--- config.mk ---
export PLATFORM = sky130hd
export DESIGN_NAME = adc_serial_frontend
export DESIGN_NICKNAME = d
export VERILOG_FILES = /design/src/rtl/sfe_pkg.sv /design/src/rtl/sfe_sync.sv /design/src/rtl/sfe_frame.sv /design/src/rtl/sfe_conv.sv /design/src/rtl/sfe_status.sv /design/src/rtl/adc_serial_frontend.sv
export SDC_FILE = /design/constraint.sdc
export NUM_CORES = 1
export LEC_CHECK = 0
export ABC_AREA = 1
export CAP_MARGIN = 10
export CORE_UTILIZATION = 50
export DETAILED_ROUTE_END_ITERATION = 6
export GPL_TIMING_DRIVEN = 0
export PLACE_DENSITY_LB_ADDON = 0.08
export SETUP_SLACK_MARGIN = 0.05
export SLEW_MARGIN = 20
export SYNTH_ARGS = -nofsm -noshare
export SYNTH_HDL_FRONTEND = slang
export SYNTH_SLANG_ARGS = --single-unit
export TNS_END_PERCENT = 50
--- constraint.sdc ---
create_clock -name clk -period 2.42 [get_ports clk]
set_clock_uncertainty 0.1 [all_clocks]
set_input_delay 0.605 -clock clk [delete_from_list [all_inputs] [get_ports clk]]
set_output_delay 0.605 -clock clk [all_outputs]
set_load 0.05 [all_outputs]
--- src/rtl/sfe_pkg.sv ---
package sfe_pkg;
    // configuration bit positions decoded by the frame and status logic
    localparam int unsigned CFG_BIT_EOC       = 0;
    localparam int unsigned CFG_BIT_LSB_FIRST = 1;

    typedef enum logic {
        MODE_INT = 1'b0,
        MODE_EOC = 1'b1
    } stat_mode_e;
endpackage

--- src/rtl/sfe_sync.sv ---
module sfe_sync #(
    parameter int unsigned W = 1,
    parameter logic [W-1:0] RST_VAL = '0
) (
    input  logic         clk,
    input  logic         rst_n,
    input  logic [W-1:0] async_i,
    output logic [W-1:0] sync_o
);
    typedef struct packed {
        logic [W-1:0] meta;
        logic [W-1:0] stable;
    } sync_st_t;

    sync_st_t st_d, st_q;

    always_comb begin
        st_d        = st_q;
        st_d.meta   = async_i;
        st_d.stable = st_q.meta;
    end

    always_ff @(posedge clk or negedge rst_n) begin
        if (!rst_n) begin
            st_q.meta   <= RST_VAL;
            st_q.stable <= RST_VAL;
        end else begin
            st_q <= st_d;
        end
    end

    assign sync_o = st_q.stable;
endmodule

--- src/rtl/sfe_frame.sv ---
module sfe_frame
    import sfe_pkg::*;
#(
    parameter int unsigned RES_W      = 12,
    parameter int unsigned CMD_W      = 4,
    parameter int unsigned CFG_W      = 4,
    parameter int unsigned FRAME_CLKS = 16
) (
    input  logic             clk,
    input  logic             rst_n,
    input  logic             cs_n_s,
    input  logic             sck_s,
    input  logic             sdi_s,
    input  logic [RES_W-1:0] res_i,
    input  logic [RES_W-1:0] res_next_i,
    input  logic             res_new_i,
    output logic             sdo_o,
    output logic             sdo_oe_o,
    output logic [CMD_W-1:0] cmd_o,
    output logic [CFG_W-1:0] cfg_o,
    output logic             start_o,
    output logic             start_eoc_o,
    output logic             sck_rise_sel_o
);
    localparam int unsigned IN_W  = CMD_W + CFG_W;
    localparam int unsigned CNT_W = $clog2(FRAME_CLKS + 1);

    typedef struct packed {
        logic             cs_p;
        logic             sck_p;
        logic             oe;
        logic             active;
        logic [CNT_W-1:0] falls;
        logic [IN_W-1:0]  in_sh;
        logic [RES_W-1:0] out_sh;
        logic [CMD_W-1:0] cmd;
        logic [CFG_W-1:0] cfg;
    } frame_st_t;

    frame_st_t st_d, st_q;

    logic             cs_fall, cs_rise, sck_rise, sck_fall;
    logic             start;
    logic [RES_W-1:0] res_src, res_rev, res_load;

    assign cs_fall  =  st_q.cs_p  & ~cs_n_s;
    assign cs_rise  = ~st_q.cs_p  &  cs_n_s;
    assign sck_rise = ~st_q.sck_p &  sck_s;
    assign sck_fall =  st_q.sck_p & ~sck_s;

    // a result stored in this very cycle is forwarded to the output loader
    assign res_src = res_new_i ? res_next_i : res_i;

    for (genvar b = 0; b < RES_W; b++) begin : g_rev
        assign res_rev[b] = res_src[RES_W-1-b];
    end

    assign res_load = st_q.cfg[CFG_BIT_LSB_FIRST] ? res_rev : res_src;

    always_comb begin
        st_d       = st_q;
        st_d.cs_p  = cs_n_s;
        st_d.sck_p = sck_s;
        start      = 1'b0;
        if (cs_fall) begin
            st_d.oe     = 1'b1;
            st_d.active = 1'b1;
            st_d.falls  = '0;
            st_d.in_sh  = '0;
            st_d.out_sh = res_load;
        end else if (cs_rise) begin
            st_d.oe     = 1'b0;
            st_d.active = 1'b0;
        end else if (st_q.active) begin
            if (sck_rise && (st_q.falls < CNT_W'(IN_W))) begin
                st_d.in_sh = {st_q.in_sh[IN_W-2:0], sdi_s};
            end
            if (sck_fall) begin
                st_d.out_sh = {st_q.out_sh[RES_W-2:0], 1'b0};
                st_d.falls  = st_q.falls + CNT_W'(1);
                if (st_q.falls == CNT_W'(FRAME_CLKS - 1)) begin
                    st_d.active = 1'b0;
                    st_d.cmd    = st_q.in_sh[IN_W-1 -: CMD_W];
                    st_d.cfg    = st_q.in_sh[CFG_W-1:0];
                    start       = 1'b1;
                end
            end
        end
    end

    always_ff @(posedge clk or negedge rst_n) begin
        if (!rst_n) begin
            st_q.cs_p   <= 1'b1;
            st_q.sck_p  <= 1'b0;
            st_q.oe     <= 1'b0;
            st_q.active <= 1'b0;
            st_q.falls  <= '0;
            st_q.in_sh  <= '0;
            st_q.out_sh <= '0;
            st_q.cmd    <= '0;
            st_q.cfg    <= '0;
        end else begin
            st_q <= st_d;
        end
    end

    assign sdo_o          = st_q.oe & st_q.out_sh[RES_W-1];
    assign sdo_oe_o       = st_q.oe;
    assign cmd_o          = st_q.cmd;
    assign cfg_o          = st_q.cfg;
    assign start_o        = start;
    assign start_eoc_o    = st_q.in_sh[CFG_BIT_EOC];
    assign sck_rise_sel_o = sck_rise & ~cs_n_s;

    AST_DESELECT_TRISTATES: assert property (@(posedge clk) disable iff (!rst_n) cs_rise |=> !sdo_oe_o);
    AST_SELECT_DRIVES: assert property (@(posedge clk) disable iff (!rst_n) cs_fall |=> sdo_oe_o);
    AST_FALLS_BOUNDED: assert property (@(posedge clk) disable iff (!rst_n) st_q.falls <= CNT_W'(FRAME_CLKS));
    AST_IDLE_KEEPS_CMD: assert property (@(posedge clk) disable iff (!rst_n) (!st_q.active && !cs_fall) |=> ($stable(cmd_o) && $stable(cfg_o)));
    AST_ABORT_KEEPS_CMD: assert property (@(posedge clk) disable iff (!rst_n) (cs_rise && st_q.active) |=> ($stable(cmd_o) && $stable(cfg_o)));
endmodule

--- src/rtl/sfe_conv.sv ---
module sfe_conv #(
    parameter int unsigned RES_W    = 12,
    parameter int unsigned CONV_CYC = 20
) (
    input  logic             clk,
    input  logic             rst_n,
    input  logic             start_i,
    input  logic [RES_W-1:0] value_i,
    output logic [RES_W-1:0] res_o,
    output logic [RES_W-1:0] res_next_o,
    output logic             done_o
);
    localparam int unsigned CW = $clog2(CONV_CYC + 1);

    typedef struct packed {
        logic             busy;
        logic [CW-1:0]    cnt;
        logic [RES_W-1:0] samp;
        logic [RES_W-1:0] res;
    } conv_st_t;

    conv_st_t st_d, st_q;
    logic     done;

    assign done = st_q.busy && (st_q.cnt == '0) && !start_i;

    always_comb begin
        st_d = st_q;
        if (start_i) begin
            st_d.busy = 1'b1;
            st_d.cnt  = CW'(CONV_CYC - 1);
            st_d.samp = value_i;
        end else if (done) begin
            st_d.busy = 1'b0;
            st_d.res  = st_q.samp;
        end else if (st_q.busy) begin
            st_d.cnt = st_q.cnt - CW'(1);
        end
    end

    always_ff @(posedge clk or negedge rst_n) begin
        if (!rst_n) begin
            st_q.busy <= 1'b0;
            st_q.cnt  <= '0;
            st_q.samp <= '0;
            st_q.res  <= '0;
        end else begin
            st_q <= st_d;
        end
    end

    assign res_o      = st_q.res;
    assign res_next_o = st_q.samp;
    assign done_o     = done;

    AST_START_MAKES_BUSY: assert property (@(posedge clk) disable iff (!rst_n) start_i |=> st_q.busy);
    AST_SAMPLE_HELD: assert property (@(posedge clk) disable iff (!rst_n) (st_q.busy && !start_i) |=> $stable(st_q.samp));
endmodule

--- src/rtl/sfe_status.sv ---
module sfe_status
    import sfe_pkg::*;
(
    input  logic clk,
    input  logic rst_n,
    input  logic start_i,
    input  logic start_eoc_i,
    input  logic done_i,
    input  logic clr_i,
    output logic stat_n_o
);
    typedef struct packed {
        logic       stat;
        stat_mode_e mode;
    } status_st_t;

    status_st_t st_d, st_q;

    always_comb begin
        st_d = st_q;
        if (done_i) begin
            st_d.stat = (st_q.mode == MODE_EOC);
        end else if (start_i) begin
            st_d.mode = start_eoc_i ? MODE_EOC : MODE_INT;
            if (start_eoc_i) begin
                st_d.stat = 1'b0;
            end
        end else if (clr_i && (st_q.mode == MODE_INT)) begin
            st_d.stat = 1'b1;
        end
    end

    always_ff @(posedge clk or negedge rst_n) begin
        if (!rst_n) begin
            st_q.stat <= 1'b1;
            st_q.mode <= MODE_INT;
        end else begin
            st_q <= st_d;
        end
    end

    assign stat_n_o = st_q.stat;

    AST_INT_ON_DONE: assert property (@(posedge clk) disable iff (!rst_n) (done_i && st_q.mode == MODE_INT) |=> !stat_n_o);
    AST_EOC_RELEASE: assert property (@(posedge clk) disable iff (!rst_n) (done_i && st_q.mode == MODE_EOC) |=> stat_n_o);
    AST_EOC_BUSY_LOW: assert property (@(posedge clk) disable iff (!rst_n) (start_i && start_eoc_i) |=> !stat_n_o);
endmodule

--- src/rtl/adc_serial_frontend.sv ---
module adc_serial_frontend #(
    parameter int unsigned RES_W      = 12,
    parameter int unsigned CMD_W      = 4,
    parameter int unsigned CFG_W      = 4,
    parameter int unsigned FRAME_CLKS = 16,
    parameter int unsigned CONV_CYC   = 20
) (
    input  logic             clk,
    input  logic             rst_n,
    input  logic             cs_n,
    input  logic             sclk,
    input  logic             sdi,
    input  logic [RES_W-1:0] conv_value,
    output logic             sdo,
    output logic             sdo_oe,
    output logic             stat_n,
    output logic [CMD_W-1:0] cmd,
    output logic [CFG_W-1:0] cfg
);
    logic [2:0]       pins_s;
    logic             start, start_eoc, done, clr;
    logic [RES_W-1:0] res, res_next;

    // bit 0 chip select (idles high), bit 1 serial clock, bit 2 serial data
    sfe_sync #(.W(3), .RST_VAL(3'b001)) u_sync (
        .clk     (clk),
        .rst_n   (rst_n),
        .async_i ({sdi, sclk, cs_n}),
        .sync_o  (pins_s)
    );

    sfe_frame #(
        .RES_W(RES_W), .CMD_W(CMD_W), .CFG_W(CFG_W), .FRAME_CLKS(FRAME_CLKS)
    ) u_frame (
        .clk            (clk),
        .rst_n          (rst_n),
        .cs_n_s         (pins_s[0]),
        .sck_s          (pins_s[1]),
        .sdi_s          (pins_s[2]),
        .res_i          (res),
        .res_next_i     (res_next),
        .res_new_i      (done),
        .sdo_o          (sdo),
        .sdo_oe_o       (sdo_oe),
        .cmd_o          (cmd),
        .cfg_o          (cfg),
        .start_o        (start),
        .start_eoc_o    (start_eoc),
        .sck_rise_sel_o (clr)
    );

    sfe_conv #(.RES_W(RES_W), .CONV_CYC(CONV_CYC)) u_conv (
        .clk        (clk),
        .rst_n      (rst_n),
        .start_i    (start),
        .value_i    (conv_value),
        .res_o      (res),
        .res_next_o (res_next),
        .done_o     (done)
    );

    sfe_status u_status (
        .clk         (clk),
        .rst_n       (rst_n),
        .start_i     (start),
        .start_eoc_i (start_eoc),
        .done_i      (done),
        .clr_i       (clr),
        .stat_n_o    (stat_n)
    );
endmodule

==> impl_summary.txt, run 1 <==
----------------------------------------------------
[STA]
  RSZ-0062 raised after global routing ... false
  Final number of setup-violating endpoints ... 0
  Max-slew headroom ... 65.4%
  Least-Margin Pin Slew ... 0.515 ns
  Timing-limited maximum frequency ... 0.437 GHz
  Final Cycle Share ... 94.7%
  Final count of hold timing violations ... 0
  Number of slew-limit violations in the final report ... 0
  Crit path time final ... 2.29 ns

[Critical path]
  Total buffers and inverters traversed by the critical path ... 2
  Family of cells with the greatest summed delay on the critical path ... buffers and inverters
  Stage delay of the slowest cell on the critical path ... 0.78 ns
  Standard cell with the maximum stage delay on the critical path ... sky130_fd_sc_hd__clkdlybuf4s50_1
  Data required, critical path ... 1.71 ns
  Launching element type of the critical path ... flip-flop
  CP Class ... flip-flop to output pin
  R2R depth ... 11
  Sequence of cells on the critical path ... buf_4 > clkdlybuf4s50_1
  Levels on crit path ... 2
  Setup slack, reg-to-reg ... 0.43 ns
  Reg-to-reg critical path startpoint ... u_frame.st_q[36]
  Worst setup EP type ... output pin
  Largest fanout of any net on the critical path ... 2
  Worst EP arrival ... 1.59 ns
  Worst flop-to-flop path endpoint ... u_frame.st_q[17]

[Die]
  Die extent in y ... 85.3 microns
  Io pins ... 28
  Floorplan die area ... 0.00728 sq mm
  Core ar. ... 0.00653 sq mm
  Number of placement rows ... 29
  Width of the die ... 85.3 microns
  Effective utilization at floorplan ... 53.1%

[Layout]
  # diodes ... 0
  Net count reported at finish ... 442
  Final Util ... 61.8%
  Multi-input logic area ... 0.00122 sq mm
  Area of all sequential standard cells ... 0.00188 sq mm
  Area growth, synth to finish ... 16.3%
  Fraction of final layout cells sized beyond drive strength 1 ... 15.4%
  Finished Cell Area ... 0.00404 sq mm
  Filler Cells Inserted ... 588

[Synthesis]
  Number of flip-flops and latches in the synthesized netlist ... 75
  Count of mapped cells out of synthesis ... 380
  Share of the yosys chip area belonging to registers ... 54.2%
  Distinct cell type count after synthesis ... 27
  Post-Syn Nets ... 403
  Mapped cell area ... 0.00347 sq mm
  Average footprint of a synthesized cell ... 9.13 sq um
  Count of warnings emitted by yosys ... 0

[Routing]
  Post-detailed-routing wire length ... 6110 microns
  Vias per cell ... 5.03
  Detailed Route Iter0 Violations ... 101
  Routed wire per std cell ... 12.2 microns
  Number of detailed-route iterations in the first pass ... 4
  Number of nets still failing antenna checks after routing ... 0
  Count of unresolved DRC violations after routing ... 0
  Vias ... 2513

[Clock tree]
  Post-CTS repair timing setup buffer count ... 0
  Inserted Clock Buffers ... 9
  Cell at the root of the clock tree ... sky130_fd_sc_hd__clkbuf_8
  Clock sinks ... 75
  Clock transition at the registers of the reported paths ... 0.07 ns
  CTS HTree Levels ... 3
  CTS tree ... built
  Buffers from clock root to sink, at most ... 2
  Clock latency on the worst-skew pair ... 0.34 ns

[Global routing]
  Vias in the first global route ... 2456
  Antenna violations before repair ... 0
  Total gr overflow ... 0
  Busiest layer in global routing ... met2
  Largest net degree at the start of global routing ... 51
  GRT met2 Usage ... 30.4%
  First-pass GRT wire length ... 11000 microns
  GR Layer Usage met3 ... 3.79%
  All-layer global routing usage ... 19.7%
  Met1 Track Usage GR ... 26.3%

[Placement]
  Port buffer count ... 27
  Estimated wirelength of the detail-placed design ... 4380 microns
  Weighted congestion reported at the end of routability-driven placement ... 0.806
  Area after DPL ... 0.00386 sq mm

[Power]
  Post-layout power ... 0.00232 W
  Internal power ... 0.00180 W
  Power dissipated by switching net loads ... 0.000523 W
  LEAKAGE ... 2.02 nW
  Worst-case vdd ir drop ... 0.282 mV
  Power density over the cells ... 576 mW/mm^2
  Portion of total power attributed to the clock network ... 38.3%
  Share of power burned in combinational logic ... 6.0%
  Seq pwr share ... 55.7%
  Switching share of power ... 22.5%

[Outcome]
  Run status ... complete, no violations

[Flow run]
  Count of max-cap constraint violations ... 0

[Hold path]
  Hold/Removal Path Class ... primary input to async pin

----------------------------------------------------
## power groups by stage
stage               sequential, W  clock (W)  combinational (W)
CTS                       0.00129   0.000911           0.000144
global placement          0.00132          0           0.000137
global route              0.00130   0.000963           0.000159
finish                    0.00129   0.000890           0.000140
floorplan                 0.00132          0          0.0000625
detailed placement        0.00132          0           0.000143
## metrics by stage
stage | TNS [ns] | cells | hold slack (ns) | setup WS [ns]
after floorplan | 0 | 380 | 0.209 | 0.636
after global placement | -140.27 | 484 | 0.241 | -1.92
after detailed placement | 0 | 485 | 0.241 | 0.359
after CTS | 0 | 500 | 0.0621 | 0.102
after global routing | 0 | 500 | 0.0793 | 0.0657
final | 0 | 500 | 0.0665 | 0.129
## worst max path at each step
stage | end | slack (ns) | startpoint
detailed placement | cfg[1] | 0.36 | u_frame.cfg_o[1]
floorplan | u_frame.st_q[14] | 0.64 | u_frame.st_q[36]
global route | cfg[0] | 0.07 | u_frame.cfg_o[0]
CTS | sdo | 0.10 | u_frame.st_q[19]
global placement | u_conv.res_next_o[7] | -1.92 | rst_n
finish | cfg[2] | 0.13 | u_frame.cfg_o[2]
## Yosys cell counts
cell type / n / area [sq um]
sky130_fd_sc_hd__nand3_1: 59 / 295
sky130_fd_sc_hd__buf_4: 13 / 97.6
sky130_fd_sc_hd__a22o_1: 1 / 8.76
sky130_fd_sc_hd__o21ai_0: 17 / 85.1
sky130_fd_sc_hd__nand2_2: 12 / 75.1
sky130_fd_sc_hd__inv_2: 3 / 11.3
sky130_fd_sc_hd__inv_1: 48 / 180
sky130_fd_sc_hd__nor2_8: 2 / 40.0
sky130_fd_sc_hd__o22ai_1: 11 / 68.8
sky130_fd_sc_hd__a31oi_1: 1 / 6.26
sky130_fd_sc_hd__dfrtp_1: 71 / 1780
sky130_fd_sc_hd__buf_2: 5 / 25.0
sky130_fd_sc_hd__o31ai_1: 2 / 15.0
sky130_fd_sc_hd__buf_6: 3 / 33.8
sky130_fd_sc_hd__dfstp_2: 4 / 105
sky130_fd_sc_hd__nor2_4: 4 / 45.0
sky130_fd_sc_hd__a21oi_1: 12 / 60.1
sky130_fd_sc_hd__nand4_1: 1 / 6.26
sky130_fd_sc_hd__ha_1: 6 / 75.1
sky130_fd_sc_hd__buf_12: 1 / 20.0
sky130_fd_sc_hd__xor2_1: 2 / 17.5
sky130_fd_sc_hd__nand2_1: 82 / 308
sky130_fd_sc_hd__nand2_4: 4 / 45.0
sky130_fd_sc_hd__nor2_1: 10 / 37.5
sky130_fd_sc_hd__and3_1: 1 / 6.26
sky130_fd_sc_hd__o21ai_1: 4 / 20.0
sky130_fd_sc_hd__nor3_1: 1 / 5.00
## cell type report
class | count | area share [%]
tap | 77 | 2.39
multi-input combinational | 232 | 30.2
sequential | 75 | 46.6
buffer | 22 | 4.37
timing repair buffer | 28 | 7.32
inverter | 51 | 4.74
clock inverter | 3 | 0.992
clock buffer | 12 | 3.35
## cells by family (layout without fill, tap and decap cells)
kind of cell	after synthesis	count (layout)	share of synthesized area, %
AND/OR/NAND/NOR	176	176	24.9
buffers and inverters	73	116	10.6
XOR/XNOR	2	2	0.505
AO/OA/AOI/OAI	48	48	7.61
flip-flops	75	75	54.2
adder cells (fa/ha/maj)	6	6	2.16
## flip-flops by register name, indices dropped and copies added (netlist names), 3 cells and up
signal	flops
u_frame.st_q	27
u_conv.res_next_o	12
u_conv.res_o	12
u_conv.st_q	6
u_frame.cfg_o	4
u_frame.cmd_o	4
u_sync.st_d	3
u_sync.sync_o	3
## per-layer routing
layer / wire length [microns] / part of all wire (%)
met5: 0 / 0
met4: 141 / 2.3
met3: 167 / 2.7
met2: 2780 / 45
met1: 3020 / 49
## placed cells by master (no fill, tap or decap), types with 3 or more instances in the layout
master	instances
sky130_fd_sc_hd__clkbuf_8	9
sky130_fd_sc_hd__dfstp_2	4
sky130_fd_sc_hd__dfrtp_1	71
sky130_fd_sc_hd__o22ai_1	11
sky130_fd_sc_hd__nand2_4	4
sky130_fd_sc_hd__buf_2	5
sky130_fd_sc_hd__o21ai_0	17
sky130_fd_sc_hd__ha_1	6
sky130_fd_sc_hd__a21oi_1	12
sky130_fd_sc_hd__nor2_1	10
sky130_fd_sc_hd__o21ai_1	4
sky130_fd_sc_hd__nand2_2	12
sky130_fd_sc_hd__nor2_4	4
sky130_fd_sc_hd__nand3_1	59
sky130_fd_sc_hd__inv_1	48
sky130_fd_sc_hd__buf_6	3
sky130_fd_sc_hd__inv_2	3
sky130_fd_sc_hd__buf_4	14
sky130_fd_sc_hd__clkbuf_1	3
sky130_fd_sc_hd__clkdlybuf4s50_1	23
sky130_fd_sc_hd__nand2_1	82
## what timing repair did
| action | 4_1_cts | 5_1_grt |
|---|---|---|
| setup endpoints to repair | 2 | 1 |
| gates resized for setup | 2 | 1 |
| hold buffers | 0 | 0 |
(Power assumes the default switching activity.)
==> run 2, diff against run 1 <==
--- a/config.mk
+++ b/config.mk
@@ -6,7 +6,6 @@
 export NUM_CORES = 1
 export LEC_CHECK = 0
 export ABC_AREA = 1
-export CAP_MARGIN = 10
 export CORE_UTILIZATION = 50
 export DETAILED_ROUTE_END_ITERATION = 6
 export GPL_TIMING_DRIVEN = 0
==> results of run 2 <==
Final layout, timing and power as in run 1 (identical DEF).
